==> src/rtl/iso_rx_pkg.sv <==
package iso_rx_pkg;
  localparam int QUAD_W  = 32;
  localparam int HALF_W  = 16;
  localparam int BUS_W   = 10;
  localparam int NODE_W  = 6;
  localparam logic [QUAD_W-1:0] CYCLE_MARK = 32'h0000_0001;

  // Second quadlet of a configuration pair: inverse upper half, ones below
  function automatic logic cfg_pair(input logic [HALF_W-1:0] first_hi,
                                    input logic [QUAD_W-1:0] second);
    return (second[QUAD_W-1:HALF_W] == ~first_hi) &&
           (second[HALF_W-1:0] == {HALF_W{1'b1}});
  endfunction

  // Destination compare; an all-ones bus number aliases the local bus
  function automatic logic dest_match(input logic [HALF_W-1:0] dst,
                                      input logic [HALF_W-1:0] me);
    logic bus_ok;
    bus_ok = (dst[HALF_W-1:NODE_W] == me[HALF_W-1:NODE_W]) ||
             (dst[HALF_W-1:NODE_W] == {BUS_W{1'b1}});
    return bus_ok && (dst[NODE_W-1:0] == me[NODE_W-1:0]);
  endfunction
endpackage

==> src/rtl/iso_rx_marker.sv <==
module iso_rx_marker #(
  parameter int PEND_W = 2
) (
  input  logic clk,
  input  logic rst_n,
  input  logic cycle_end,
  input  logic pkt_open,
  input  logic fifo_ready,
  output logic mk_valid
);
  localparam logic [PEND_W-1:0] PEND_MAX = {PEND_W{1'b1}};

  logic [PEND_W-1:0] pend;
  logic              add;
  logic              take;

  assign mk_valid = (pend != '0) && !pkt_open;
  assign take     = mk_valid && fifo_ready;
  assign add      = cycle_end && (pend != PEND_MAX);

  always_ff @(posedge clk) begin
    if (!rst_n) begin
      pend <= '0;
    end else if (add && !take) begin
      pend <= pend + 1'b1;
    end else if (take && !add) begin
      pend <= pend - 1'b1;
    end
  end

  AST_MARK_KEPT: assert property (@(posedge clk) disable iff (!rst_n)
    (mk_valid && !fifo_ready) |=> mk_valid);
endmodule

==> src/rtl/iso_rx_classify.sv <==
module iso_rx_classify
  import iso_rx_pkg::*;
#(
  parameter int MIN_DATA_Q = 3
) (
  input  logic              clk,
  input  logic              rst_n,
  input  logic              beat_fire,
  input  logic              sop,
  input  logic              eop,
  input  logic [QUAD_W-1:0] data,
  input  logic [HALF_W-1:0] node_id,
  output logic              hdr_err,
  output logic              dest_hit
);
  localparam int CNT_W = $clog2(MIN_DATA_Q + 1);
  localparam logic [CNT_W-1:0] CNT_MAX = CNT_W'(MIN_DATA_Q);
  localparam logic [CNT_W:0]   LEN_MIN = (CNT_W+1)'(MIN_DATA_Q);

  logic [HALF_W-1:0] hdr_hi;
  logic [CNT_W-1:0]  cnt;
  logic [HALF_W-1:0] first_hi;
  logic [CNT_W:0]    len_now;
  logic              is_cfg;
  logic              too_short;

  always_comb begin
    first_hi  = sop ? data[QUAD_W-1:HALF_W] : hdr_hi;
    len_now   = sop ? (CNT_W+1)'(1) : ({1'b0, cnt} + 1'b1);
    is_cfg    = !sop && (cnt == CNT_W'(1)) && cfg_pair(hdr_hi, data);
    too_short = len_now < LEN_MIN;
  end

  always_ff @(posedge clk) begin
    if (!rst_n) begin
      hdr_hi   <= '0;
      cnt      <= '0;
      hdr_err  <= 1'b0;
      dest_hit <= 1'b0;
    end else begin
      hdr_err  <= 1'b0;
      dest_hit <= 1'b0;
      if (beat_fire) begin
        if (sop) begin
          hdr_hi <= data[QUAD_W-1:HALF_W];
          cnt    <= CNT_W'(1);
        end else if (cnt != CNT_MAX) begin
          cnt <= cnt + 1'b1;
        end
        if (eop) begin
          hdr_err  <= !is_cfg && too_short;
          dest_hit <= !is_cfg && !too_short && dest_match(first_hi, node_id);
        end
      end
    end
  end

  AST_ERR_AFTER_EOP: assert property (@(posedge clk) disable iff (!rst_n)
    hdr_err |-> $past(beat_fire && eop));
  AST_ERR_HIT_EXCL: assert property (@(posedge clk) disable iff (!rst_n)
    !(hdr_err && dest_hit));
endmodule

==> src/rtl/iso_rx_filter.sv <==
module iso_rx_filter
  import iso_rx_pkg::*;
#(
  parameter int MIN_DATA_Q = 3,
  parameter int PEND_W     = 2
) (
  input  logic              clk,
  input  logic              rst_n,
  input  logic              in_valid,
  output logic              in_ready,
  input  logic [QUAD_W-1:0] in_data,
  input  logic              in_sop,
  input  logic              in_eop,
  input  logic              cycle_end,
  input  logic [HALF_W-1:0] node_id,
  output logic              fifo_valid,
  input  logic              fifo_ready,
  output logic [QUAD_W-1:0] fifo_data,
  output logic              hdr_err,
  output logic              dest_hit
);
  logic mk_valid;
  logic pkt_open;
  logic beat_fire;

  assign in_ready   = fifo_ready && !mk_valid;
  assign beat_fire  = in_valid && in_ready;
  assign fifo_valid = mk_valid || in_valid;
  assign fifo_data  = mk_valid ? CYCLE_MARK : in_data;

  always_ff @(posedge clk) begin
    if (!rst_n) begin
      pkt_open <= 1'b0;
    end else if (beat_fire) begin
      if (in_eop)      pkt_open <= 1'b0;
      else if (in_sop) pkt_open <= 1'b1;
    end
  end

  iso_rx_marker #(.PEND_W(PEND_W)) u_marker (
    .clk       (clk),
    .rst_n     (rst_n),
    .cycle_end (cycle_end),
    .pkt_open  (pkt_open),
    .fifo_ready(fifo_ready),
    .mk_valid  (mk_valid)
  );

  iso_rx_classify #(.MIN_DATA_Q(MIN_DATA_Q)) u_classify (
    .clk      (clk),
    .rst_n    (rst_n),
    .beat_fire(beat_fire),
    .sop      (in_sop),
    .eop      (in_eop),
    .data     (in_data),
    .node_id  (node_id),
    .hdr_err  (hdr_err),
    .dest_hit (dest_hit)
  );

  AST_DATA_PASS: assert property (@(posedge clk) disable iff (!rst_n)
    (in_valid && in_ready) |-> (fifo_valid && fifo_data == in_data));
  AST_MARK_NOT_IN_PKT: assert property (@(posedge clk) disable iff (!rst_n)
    (in_valid && in_ready && in_sop && !in_eop) |=> !(fifo_valid && !in_ready && fifo_ready));
endmodule

==> config.mk <==
export PLATFORM = sky130hd
export DESIGN_NAME = iso_rx_filter
export DESIGN_NICKNAME = d
export VERILOG_FILES = /design/src/rtl/iso_rx_pkg.sv /design/src/rtl/iso_rx_marker.sv /design/src/rtl/iso_rx_classify.sv /design/src/rtl/iso_rx_filter.sv
export SDC_FILE = /design/constraint.sdc
export NUM_CORES = 1
export LEC_CHECK = 0
export BUFFER_PORTS_ARGS = -buffer_cell sky130_fd_sc_hd__buf_2
export CAP_MARGIN = 15
export CORE_MARGIN = 2
export CORE_UTILIZATION = 46
export CTS_CLUSTER_SIZE = 14
export DETAILED_ROUTE_END_ITERATION = 8
export PLACE_DENSITY = 0.81
export SLEW_MARGIN = 20
export SYNTH_ARGS = -nofsm -noshare
export SYNTH_HDL_FRONTEND = slang
export SYNTH_HIERARCHICAL = 1
export SYNTH_SLANG_ARGS = --single-unit
==> constraint.sdc <==
create_clock -name clk -period 2 [get_ports clk]
set_input_delay 0.1 -clock clk [delete_from_list [all_inputs] [get_ports clk]]
set_output_delay 0.1 -clock clk [all_outputs]
set_load 0.01 [all_outputs]
Word-level counts from Yosys, hierarchy flattened --
Index checks and enable logic that the tools add are counted.
Cells by class: eq/ne operators 8, bitwise operators 1, reduce and logical (&&, ||, !) cells 30, $add $sub $neg 4, mux-type cells 9, order comparisons 1
Operators with widths (number):
- $mux 32 | 1
- $eq 16x16->1 | 1
- $eq 16x16->1 const B | 1
- $mux 16 | 1
- $not 16->16 | 1
- $logic_and 1x1->1 | 14
- $eq 10x10->1 | 1
- $eq 10x10->1 const B | 1
- $mux 2 | 4
- $reduce_bool 2->1 | 4
- $logic_not 1->1 | 7
- $eq 6x6->1 | 1
- $add 2x1->2 const B | 2
- $ne 2x2->1 const B | 2
- $reduce_and 2->1 | 2
- $add 2x1->3 const B | 1
- $lt 3x2->1 const B | 1
- $mux 3 | 1
- $reduce_and 3->1 | 1
- $eq 2x1->1 const B | 1
- $logic_or 1x1->1 | 2
- $mux 1 | 2
- $sub 2x1->2 const B | 1
Word-level totals: register bits 23, logic and storage cells 59, output and inout bits 36

Longest topological paths before layout --
Gate-level depths: netlist (run 1).
depth after elaboration 7, depth in mapped cells 8, mapped depth without buffers 7

By module --
Netlist (run 1), hierarchy kept.
Modules (own cells, without submodules):
- iso_rx_classify | times used 1, cells an instance 165, area an instance 1366.3 sq um
- iso_rx_filter | times used 1, cells an instance 43, area an instance 297.8 sq um
- iso_rx_marker | times used 1, cells an instance 13, area an instance 113.9 sq um

Least setup slack after synthesis (run 1) --
OpenSTA, ideal clock, no wires.
kind register -> register, from reg u_marker.pend[0], to reg u_classify.hdr_hi[0], setup time 122 ps, stages on the path, launching flop included 9, slack 287 ps, arrival time 1591 ps, cells stage by stage dfxtp_1 > nor2_1 > nor2_1 > and3b_2 > and2_1 > clkbuf_1 > clkbuf_1 > nand2_1 > a21boi_0
On the way: word-level cells in the longest chain between the ends 5
Ends and longest elaborated chain:
- from (decl) | RTL line iso_rx_marker.sv:13 | logic [PEND_W-1:0] pend;
- from (signal assigned) | RTL line iso_rx_marker.sv:25 | pend <= pend + 1'b1;
- from (signal assigned) | RTL line iso_rx_marker.sv:27 | pend <= pend - 1'b1;
- $reduce_bool 2->1 | RTL line iso_rx_marker.sv:17 | assign mk_valid = (pend != '0) && !pkt_open;
- $logic_and 1x1->1 | RTL line iso_rx_marker.sv:17
- named net mk_valid | RTL line iso_rx_filter.sv:22 | logic mk_valid;
- $logic_not 1->1 | RTL line iso_rx_filter.sv:26 | assign in_ready = fifo_ready && !mk_valid;
- $logic_and 1x1->1 | RTL line iso_rx_filter.sv:26
- $logic_and 1x1->1 | RTL line iso_rx_filter.sv:27 | assign beat_fire = in_valid && in_ready;
- named net beat_fire | RTL line iso_rx_filter.sv:24 | logic beat_fire;
- to (signal assigned) | RTL line iso_rx_classify.sv:45 | hdr_hi <= data[QUAD_W-1:HALF_W];
- to (decl) | RTL line iso_rx_classify.sv:20 | logic [HALF_W-1:0] hdr_hi;
The timed path passes the listed nets, and every way through them passes these cells. A chain may end at the register's enable or synchronous reset.

Final worst setup path (run 1) --
from reg u_classify.hdr_hi[9], to reg u_classify.dest_hit
On the way: word-level cells in the longest chain between the ends 7
Ends and longest elaborated chain:
- $not 16->16 | RTL line iso_rx_pkg.sv:11 | return (second[QUAD_W-1:HALF_W] == ~first_hi) &&
- $eq 16x16->1 | RTL line iso_rx_pkg.sv:11
- $logic_and 1x1->1 | RTL line iso_rx_pkg.sv:11
- $logic_and 1x1->1 | RTL line iso_rx_classify.sv:30 | is_cfg = !sop && (cnt == CNT_W'(1)) && cfg_pair(hdr_hi, data);
- $logic_not 1->1 | RTL line iso_rx_classify.sv:52 | dest_hit <= !is_cfg && !too_short && dest_match(first_hi, node_id);
- $logic_and 1x1->1 | RTL line iso_rx_classify.sv:52
- $logic_and 1x1->1 * | RTL line iso_rx_classify.sv:52
- to (signal assigned) | RTL line iso_rx_classify.sv:52
- to (decl) | RTL line iso_rx_classify.sv:14 | output logic dest_hit
Every way passes the cells marked *; elsewhere a longest branch is shown, timed or not.

==> results of run 1 <==
[registers in the layout, summed over array words and instances, names as in the netlist]
signal               count
pkt_open                 1
u_classify/cnt           2
u_classify/dest_hit      1
u_classify/hdr_err       1
u_classify/hdr_hi       16
u_marker/pend            2
[cells by family (layout without fill, tap and decap cells)]
kind of cell	count (synthesis)	after routing
AND/OR/NAND/NOR	108	108
buffers and inverters	14	104
multiplexers	13	13
flip-flops	23	23
AO/OA/AOI/OAI	29	29
adder cells (fa/ha/maj)	3	3
XOR/XNOR	31	31
[worst max-delay path, stage by stage, from the launching register on]
cell and delay, ns:
dfxtp_1 0.41, nand3_1 0.09, nor3b_1 0.18, a21oi_1 0.06
or4_1 0.51, a2111oi_2 0.37
[power breakdown]
group	total, mW	internal (mW)	switching, mW
Combinational	1.20	0.547	0.648
Sequential	0.566	0.511	0.0551
Clock	0.289	0.142	0.146
[stage by stage]
stage                     setup slack, ns  power [mW]  hold slack (ns)  area [um2]
after floorplan                     0.287        1.30            0.183        1780
after global placement              0.323        1.75            0.320        2290
after global routing                0.129        2.20           0.0397        2330
final                               0.280        2.05           0.0416        2330
after CTS                           0.281        2.07           0.0418        2330
after detailed placement            0.254        1.78            0.323        2290
[worst paths after layout]
| check | cells past startpoint | endpoint |
|---|---|---|
| hold reg to reg | 2 | pkt_open |
| setup / recovery | 5 | u_classify/dest_hit |
| hold / removal | 2 | pkt_open |
| setup reg to reg | 5 | u_classify/dest_hit |
[layer usage]
| metal | GRT usage | share of wire | routed length (um) | vias to the layer above |
|---|---|---|---|---|
| li1 | - | - | - | 938 |
| met1 | 0.263 | 0.43 | 2020 | 838 |
| met2 | 0.368 | 0.48 | 2240 | 67 |
| met3 | 0.0221 | 0.072 | 334 | 4 |
| met4 | 0.0612 | 0.011 | 49 | 0 |
| met5 | 0 | 0 | 0 | - |
[placed cells by master (no fill, tap or decap), drive strengths merged, types with 7 or more instances in the layout]
master	instances
xor2	18
buf	96
xnor2	13
nand2	37
mux2i	13
a21boi	17
nor2b	26
nand4	7
dfxtp	23
[layout make-up]
| class | instances | share of cell area |
|---|---|---|
| flip-flops and latches | 23 | 0.197 |
| repair buffers | 96 | 0.212 |
| well taps | 48 | 0.0257 |
| multi-input cells | 184 | 0.539 |
| clock buffers | 4 | 0.0193 |
| inverters | 4 | 0.00643 |
==> qor.csv, run 1 <==
metric,value,unit
status,finished clean,
"Core Util, Final",0.633,
asr flop ratio synth,0,
clk buf depth,2,
fin. max-slew vios,0,
"IR drop worst, VDD",0.699,mV
crit-path max FO,5,
Synth area leaders,"dfxtp_1 26%, nor2b_1 9.1%, xor2_1 8.9%",
Nets,370,
Post-synth EDFFs,0,
htree depth,1,
DP Wirelength,3700,um
Hold Crit Class,input pin to flop,
DR iter-0 viols,88,
Synth top area share,0.259,
register area share after synthesis,0.259,
"Avg Cell Area, Syn",8.05,um2
period utilization,0.860,
RSZ-0062 raised after global routing,false,
via/cell ratio,5.14,
largest net degree at the start of global routing,27,
area of the multi-input gates,1260,um2
Placeable Area,3690,um2
relative slew slack,0.743,
Crit. Startpoint,u_classify/hdr_hi[9],
crit path launch type,flop,
worst path arrival time,1.88,ns
fmax,0.581,GHz
area delta synth->final,31.3,%
# IOs,91,
Pwr per Cell Area,878,nW/um2
pin slew with the least headroom to its limit,0.385,ns
antenna cells,0,
"setup slack, reg-to-reg",0.28,ns
most numerous cell in the Yosys netlist,nand2_1,
number of clock sinks,23,
initial antenna violation count,0,
Worst Skew,0.00224,ns
first-pass iteration count of the detailed router,4,
post-synth cell types,36,
row cnt,22,
Placer Congestion,0.832,
Synth Area in Simple Gates,0.335,
synthesized area,1780,um2
"top cells by count, synth","37 x nand2_1, 26 x nor2b_1, 23 x dfxtp_1",
cts bufs inserted,3,
buffer count from post-CTS setup fixing,0,
Post-DRT Antenna Nets,0,
Finished Layout Cells,359,
post-CTS resize count,0,
top cell type by total area after synthesis,dfxtp_1,
grt ovf,0,
CTS Hold Bufs,0,
setup violators final,0,
clock transition at the registers of the reported paths,0.08,ns
Post-Synth Adder-Cell Area,0.0211,
Seq cells post-synth,23,
FF/Latch Area,460,um2
initial core utilization,0.482,
TritonCTS clock tree,done,
maxcap violations,0,
Clock Latency Late Sink,0.26,ns
CP Capture Type,flop,
width of the die,66.2,um
Critical R2R Launch,u_classify/hdr_hi[9],
port bufs,90,
critical path class,flop to flop,
# fillers,326,
die area,4380,um2
"Warnings, synthesis",6,
Post-Synthesis Cells,221,
sum of negative setup slack,0,ns
P_leak,1.08,nW
post-synth net total,279,
"Top FF cell, synth",dfxtp_1,
CP required,2.16,ns
largest family of logic cells by synthesized area,simple AND/OR/NAND/NOR gates,
first-pass GRT wire length,7030,um
GR Util All Layers,0.208,
vias in the first global route,1587,
XOR/XNOR Fraction of Synth Area,0.153,
Hold Crit Start,in_eop,
DR WL/cell,12.9,um
fin crit period,1.72,ns
placed cells,355,
mux contribution to synthesized area,0.0732,
Die Y-Extent,66.2,um
overall routed net length,4640,um
Synth Area in Compound Gates,0.125,
DR vias,1847,
Residual DRC,0,
Fin. Hold Viols,0,
share of cells above drive strength 1,0.350,
CTS Root Cell,clkbuf_8,
(Power assumes the default switching activity.)
==> run 2: changes to the inputs <==
CORE_ASPECT_RATIO = 1.75   (was unset)
==> run 2 against run 1 <==
  * Non-clock buffer count decreased by 3
  * Worst hold slack lost 0.020 ns
  * Via count shrank 0.49%
  * Core utilization decreased by 0.27 points
  * Sequential power is essentially flat
  * Critical path type is now flop to output pin
  * Largest cell class unchanged
==> qor.csv, run 2 (synthesized netlist as in run 1, its figures left out) <==
metric,value,unit,change
status,finished clean,,
hold path endpoint,pkt_open,,
"setup slack, reg-to-reg",0.30,ns,+0.02 ns
Crit. Startpoint,u_marker/pend[0],,
initial antenna violation count,0,,unchanged
area delta synth->final,29.9,%,
GR Util All Layers,0.214,,+0.00663
r2r endpoint,u_classify/hdr_hi[11],,
worst path arrival time,1.64,ns,-0.24 ns
worst hold slack,0.0216,ns,-0.0199 ns
Hold Crit Start,in_eop,,
buffer count from post-CTS setup fixing,0,,unchanged
fmax,0.576,GHz,-1.0%
maxcap violations,0,,unchanged
largest net degree at the start of global routing,34,,+26%
DP Wirelength,3630,um,-2.0%
vias in the first global route,1722,,+8.5%
clock transition at the registers of the reported paths,0.08,ns,about the same
number of clock sinks,23,,unchanged
Placeable Area,3660,um2,-0.64%
initial core utilization,0.485,,+0.00313
Nets,367,,-0.81%
Placer Congestion,0.846,,+1.7%
Fin. Hold Viols,0,,unchanged
grt ovf,0,,unchanged
Pwr per Cell Area,874,nW/um2,-0.46%
"most common cell after layout, fill and taps aside",buf_2,,
crit path launch type,flop,,
P_leak,1.07,nW,-1.3%
clk buf depth,2,,unchanged
CP Capture Type,output pin,,
Hold Crit Class,input pin to flop,,
Post-DRT Antenna Nets,0,,unchanged
CP Cell Sequence,nor2_1 -> nor2_2 -> buf_4 -> and2b_2 -> buf_2,,
CP max stage delay,0.40,ns,-0.11 ns
fin. max-slew vios,0,,unchanged
TritonCTS clock tree,done,,
sum of negative setup slack,0,ns,unchanged
fin crit period,1.74,ns,+0.0174 ns
port bufs,90,,unchanged
Clock Latency Late Sink,0.27,ns,about the same
Crit path max-delay family,simple AND/OR/NAND/NOR gates,,
Biggest register,u_classify/hdr_hi,,
CP bufs+invs,2,,+2
cts bufs inserted,3,,unchanged
share of cells above drive strength 1,0.344,,-0.00633
most frequent cells in the layout,"90 x buf_2, 37 x nand2_1, 26 x nor2b_1, 23 x dfxtp_1, 18 x xor2_1",,
pin slew with the least headroom to its limit,0.520,ns,+0.135 ns
Residual DRC,0,,unchanged
first-pass iteration count of the detailed router,4,,unchanged
overall routed net length,4640,um,-0.13%
area of the multi-input gates,1260,um2,unchanged
row cnt,29,,+32%
CP required,1.90,ns,-0.26 ns
biggest regs,"u_classify/hdr_hi x16, u_classify/cnt x2, u_marker/pend x2",,
Hold Path Depth,2,,unchanged
"IR drop worst, VDD",0.649,mV,-7.2%
Reg2Reg Depth,6,,+1
period utilization,0.869,,+0.00868
DR iter-0 viols,33,,-63%
CTS Hold Bufs,0,,unchanged
slowest CP cell,dfxtp_1,,
FF/Latch Area,460,um2,unchanged
# fillers,382,,+17%
setup violators final,0,,unchanged
Worst Skew,0.00322,ns,+0.000972 ns
DR WL/cell,13.1,um,+1.3%
via/cell ratio,5.19,,+0.92%
"Core Util, Final",0.630,,-0.00272
crit-path max FO,33,,+28
first-pass GRT wire length,7300,um,+3.8%
post-CTS resize count,0,,unchanged
htree depth,1,,unchanged
antenna cells,0,,unchanged
relative slew slack,0.650,,-0.0932
Critical R2R Launch,u_marker/pend[0],,
CTS Root Cell,clkbuf_8,,
width of the die,51.0,um,-23%
Largest register FFs,16,,unchanged
# IOs,91,,unchanged
critical path class,flop to output pin,,
overall power,2.02,mW,-1.5%
Die Y-Extent,86.2,um,+30%
RSZ-0062 raised after global routing,false,,
die area,4400,um2,+0.45%
DR vias,1838,,-0.49%
[run 2: worst max path at each step]
stage / to / cells past startpoint
2_1_floorplan: u_classify/hdr_hi[0] / 8
3_3_place_gp: u_classify/dest_hit / 6
3_5_place_dp: u_classify/dest_hit / 6
4_1_cts: fifo_data[1] / 5
5_1_grt: fifo_data[1] / 5
6_report: fifo_data[1] / 5
[run 2: final cells by class]
type	count	area share
clock buffers	4	0.0195
inverters	4	0.00650
flip-flops and latches	23	0.199
well taps	46	0.0249
repair buffers	93	0.205
multi-input cells	184	0.545
[run 2: power breakdown]
part / leakage (nW) / internal [mW] / switching [mW] / total (mW)
clock network: 0.0228 / 0.143 / 0.149 / 0.291
logic: 0.856 / 0.521 / 0.641 / 1.16
registers: 0.187 / 0.511 / 0.0546 / 0.566
[run 2: layer usage]
layer	vias up	track usage	wire, um
met3	5	0.0293	357
met5	-	0	0
met1	827	0.228	1870
li1	927	-	-
met4	0	0.0885	75
met2	79	0.406	2340
[run 2: metrics by stage]
stage | std cells | worst slack, ns | cell area [um2]
global placement | 350 | 0.310 | 2260
global route | 354 | 0.132 | 2310
finish | 354 | 0.262 | 2310
CTS | 354 | 0.252 | 2310
floorplan | 221 | 0.287 | 1780
detailed placement | 350 | 0.249 | 2260
==> run 3: changes to the inputs <==
PLACE_DENSITY = 0.8   (was 0.81)
SYNTH_HIERARCHICAL = unset   (was 1)
==> run 3 against run 2 <==
  * Synthesized cell count increased by 2.3%
  * Non-clock buffer count decreased by 1
  * Clock skew is 0.0013 ns higher
  * Maximum frequency is 5.8% higher
  * Count of clock-buffer cells in the layout shrank 1
  * Wire length is 0.69% lower
  * Sequential cell count stayed put
  * Register-to-register slack improved by 0.06 ns
  * Highest routed layer unchanged
  * Final cell count rose by 1.4%
  * Sequential share of layout area shrank 0.054 points
  * Largest power group unchanged
  * Critical path type is now flop to flop
  * Critical endpoint is now u_classify.dest_hit
  * Global-route usage decreased by 0.50 points
  * Core utilization is 2.5 points lower
==> qor.csv, run 3 <==
metric,value,unit,change
DR iter-0 viols,32,,-3.0%
port bufs,90,,unchanged
Post-Synthesis Cells,226,,+2.3%
fin crit period,1.64,ns,-0.0955 ns
Logic pwr share,0.574,,-0.002
Synth area leaders,"dfxtp_1 25%, xnor2_1 13%, and2_1 12%",,
period utilization,0.821,,-0.0478
Post-DRT Antenna Nets,0,,unchanged
width of the die,51.4,um,+0.87%
die area,4480,um2,+1.8%
maxcap violations,0,,unchanged
vias in the first global route,1644,,-4.5%
"setup slack, reg-to-reg",0.36,ns,+0.06 ns
Sequential Power Share,0.282,,+0.002
fin area,2320,um2,+0.27%
overall routed net length,4610,um,-0.69%
crit path launch type,flop,,
Clock Latency Late Sink,0.26,ns,about the same
Placeable Area,3830,um2,+4.5%
"Avg Cell Area, Syn",8.02,um2,-0.35%
Post-synth EDFFs,0,,unchanged
Placer Congestion,0.861,,+1.7%
largest net degree at the start of global routing,28,,-18%
Fin. Hold Viols,0,,unchanged
"Warnings, synthesis",0,,-6
initial antenna violation count,0,,unchanged
CTS Root Cell,clkbuf_8,,
Residual DRC,0,,unchanged
asr flop ratio synth,0,,unchanged
clock transition at the registers of the reported paths,0.08,ns,about the same
Synth top area share,0.254,,-0.00483
"Core Util, Final",0.605,,-0.0253
"IR drop worst, VDD",0.675,mV,+4.0%
overall power,2.02,mW,-0.15%
GR Util All Layers,0.209,,-0.00497
fmax,0.609,GHz,+5.8%
clk buf depth,2,,unchanged
Die Y-Extent,87.0,um,+0.90%
Largest register FFs,16,,unchanged
Seq cells post-synth,23,,unchanged
DP Wirelength,3700,um,+2.0%
register area share after synthesis,0.254,,-0.00483
relative slew slack,0.631,,-0.0194
Metal-1 WL,1710,um,-8.3%
Worst Skew,0.00456,ns,+0.00135 ns
htree depth,1,,unchanged
most frequent cells in the layout,"90 x buf_2, 38 x nand2_1, 34 x and2_1, 26 x xnor2_1, 23 x dfxtp_1",,
sum of negative setup slack,0,ns,unchanged
critical path class,flop to flop,,
PnR worst setup slack,0.358,ns,+0.0955 ns
initial core utilization,0.473,,-0.0119
TritonCTS clock tree,done,,
Pwr per Cell Area,870,nW/um2,-0.42%
max layer used,met4,,
Nets,370,,+0.82%
antenna cells,0,,unchanged
synthesized area,1810,um2,+1.9%
setup violators final,0,,unchanged
buffer count from post-CTS setup fixing,0,,unchanged
Biggest register,u_classify.hdr_hi,,
grt ovf,0,,unchanged
clock power share,0.144,,about the same
CP required,2.17,ns,+0.27 ns
first-pass GRT wire length,7180,um,-1.7%
CTS Hold Bufs,0,,unchanged
metal2 WL,2530,um,+8.3%
pin slew with the least headroom to its limit,0.554,ns,+0.0340 ns
biggest regs,"u_classify.hdr_hi x16, u_classify.cnt x2, u_marker.pend x2",,
"Top FF cell, synth",dfxtp_1,,
fin. max-slew vios,0,,unchanged
post-CTS resize count,0,,unchanged
"top cells by count, synth","38 x nand2_1, 34 x and2_1, 26 x xnor2_1",,
crit-path max FO,11,,-67%
CP Capture Type,flop,,
pre-CTS setup slack,0.261,ns,+0.0111 ns
worst path arrival time,1.81,ns,+0.17 ns
top cell type by total area after synthesis,dfxtp_1,,
row cnt,30,,+3.4%
# fillers,382,,unchanged
number of clock sinks,23,,unchanged
status,finished clean,,
first-pass iteration count of the detailed router,6,,+2
area delta synth->final,27.8,%,
P_leak,1.02,nW,-4.1%
post-synth cell types,33,,-8.3%
post-synth net total,284,,+1.8%
Hold Crit Class,input pin to flop,,
DR vias,1850,,+0.65%
most numerous cell in the Yosys netlist,nand2_1,,
RSZ-0062 raised after global routing,false,,
share of cells above drive strength 1,0.322,,-0.0226
Net Sw Power,0.824,mW,-2.4%
Net Sw Frac,0.409,,-0.00946
# IOs,91,,unchanged
Pint,1.19,mW,+1.5%
DR WL/cell,12.8,um,-2.1%
routed wl met3,307,um,-14%
"most common cell after layout, fill and taps aside",buf_2,,
via/cell ratio,5.15,,-0.75%
Post-DP Area,2270,um2,+0.22%
cts bufs inserted,3,,unchanged
[run 3: final timing paths]
kind | from | to | cells past startpoint
setup / recovery | u_marker.pend[0] | u_classify.dest_hit | 5
hold reg to reg | u_classify.hdr_hi[2] | u_classify.hdr_hi[2] | 2
setup reg to reg | u_marker.pend[0] | u_classify.dest_hit | 5
hold / removal | in_data[21] | u_classify.hdr_hi[5] | 3
[run 3: metal layers]
metal / vias up / track usage
li1: 939 / -
met1: 841 / 0.217
met2: 66 / 0.422
met3: 4 / 0.0206
met4: 0 / 0.0574
met5: - / 0
[run 3: final cells by class]
cell class / instances / area (um2) / share of cell area
multi-input combinational: 188 / 1270 / 0.548
timing repair buffer: 92 / 465 / 0.201
sequential: 23 / 460 / 0.199
tap: 48 / 60.1 / 0.0259
clock buffer: 3 / 41.3 / 0.0178
inverter: 4 / 15.0 / 0.00648
clock inverter: 1 / 5.00 / 0.00216
[run 3: critical path: stages (launching register included)]
cell	delay (ns)
dfxtp_1	0.37
o21bai_4	0.26
and3_1	0.27
and3_1	0.17
o21ai_0	0.14
a2111oi_2	0.34
[run 3: stage by stage]
stage	instances	hold WS, ns
floorplan	226	0.245
global placement	355	0.383
detailed placement	355	0.391
CTS	359	0.109
global route	359	0.116
finish	359	0.107
[run 3: power groups by stage]
stage	logic (mW)	clock network, mW	registers (mW)
after global routing	1.28	0.311	0.576
after detailed placement	1.16	0	0.579
after CTS	1.17	0.295	0.568
after floorplan	0.743	0	0.569
after global placement	1.15	0	0.575
final	1.16	0.290	0.568
[run 3: kinds of logic (layout without fill, tap and decap cells)]
| logic type | count (synthesis) | after routing | synth area share |
|---|---|---|---|
| adder cells (fa/ha/maj) | 3 | 3 | 0.0207 |
| multiplexers | 12 | 12 | 0.0663 |
| AO/OA/AOI/OAI | 31 | 31 | 0.128 |
| buffers and inverters | 15 | 100 | 0.0456 |
| AND/OR/NAND/NOR | 108 | 108 | 0.320 |
| flip-flops | 23 | 23 | 0.254 |
| XOR/XNOR | 34 | 34 | 0.164 |
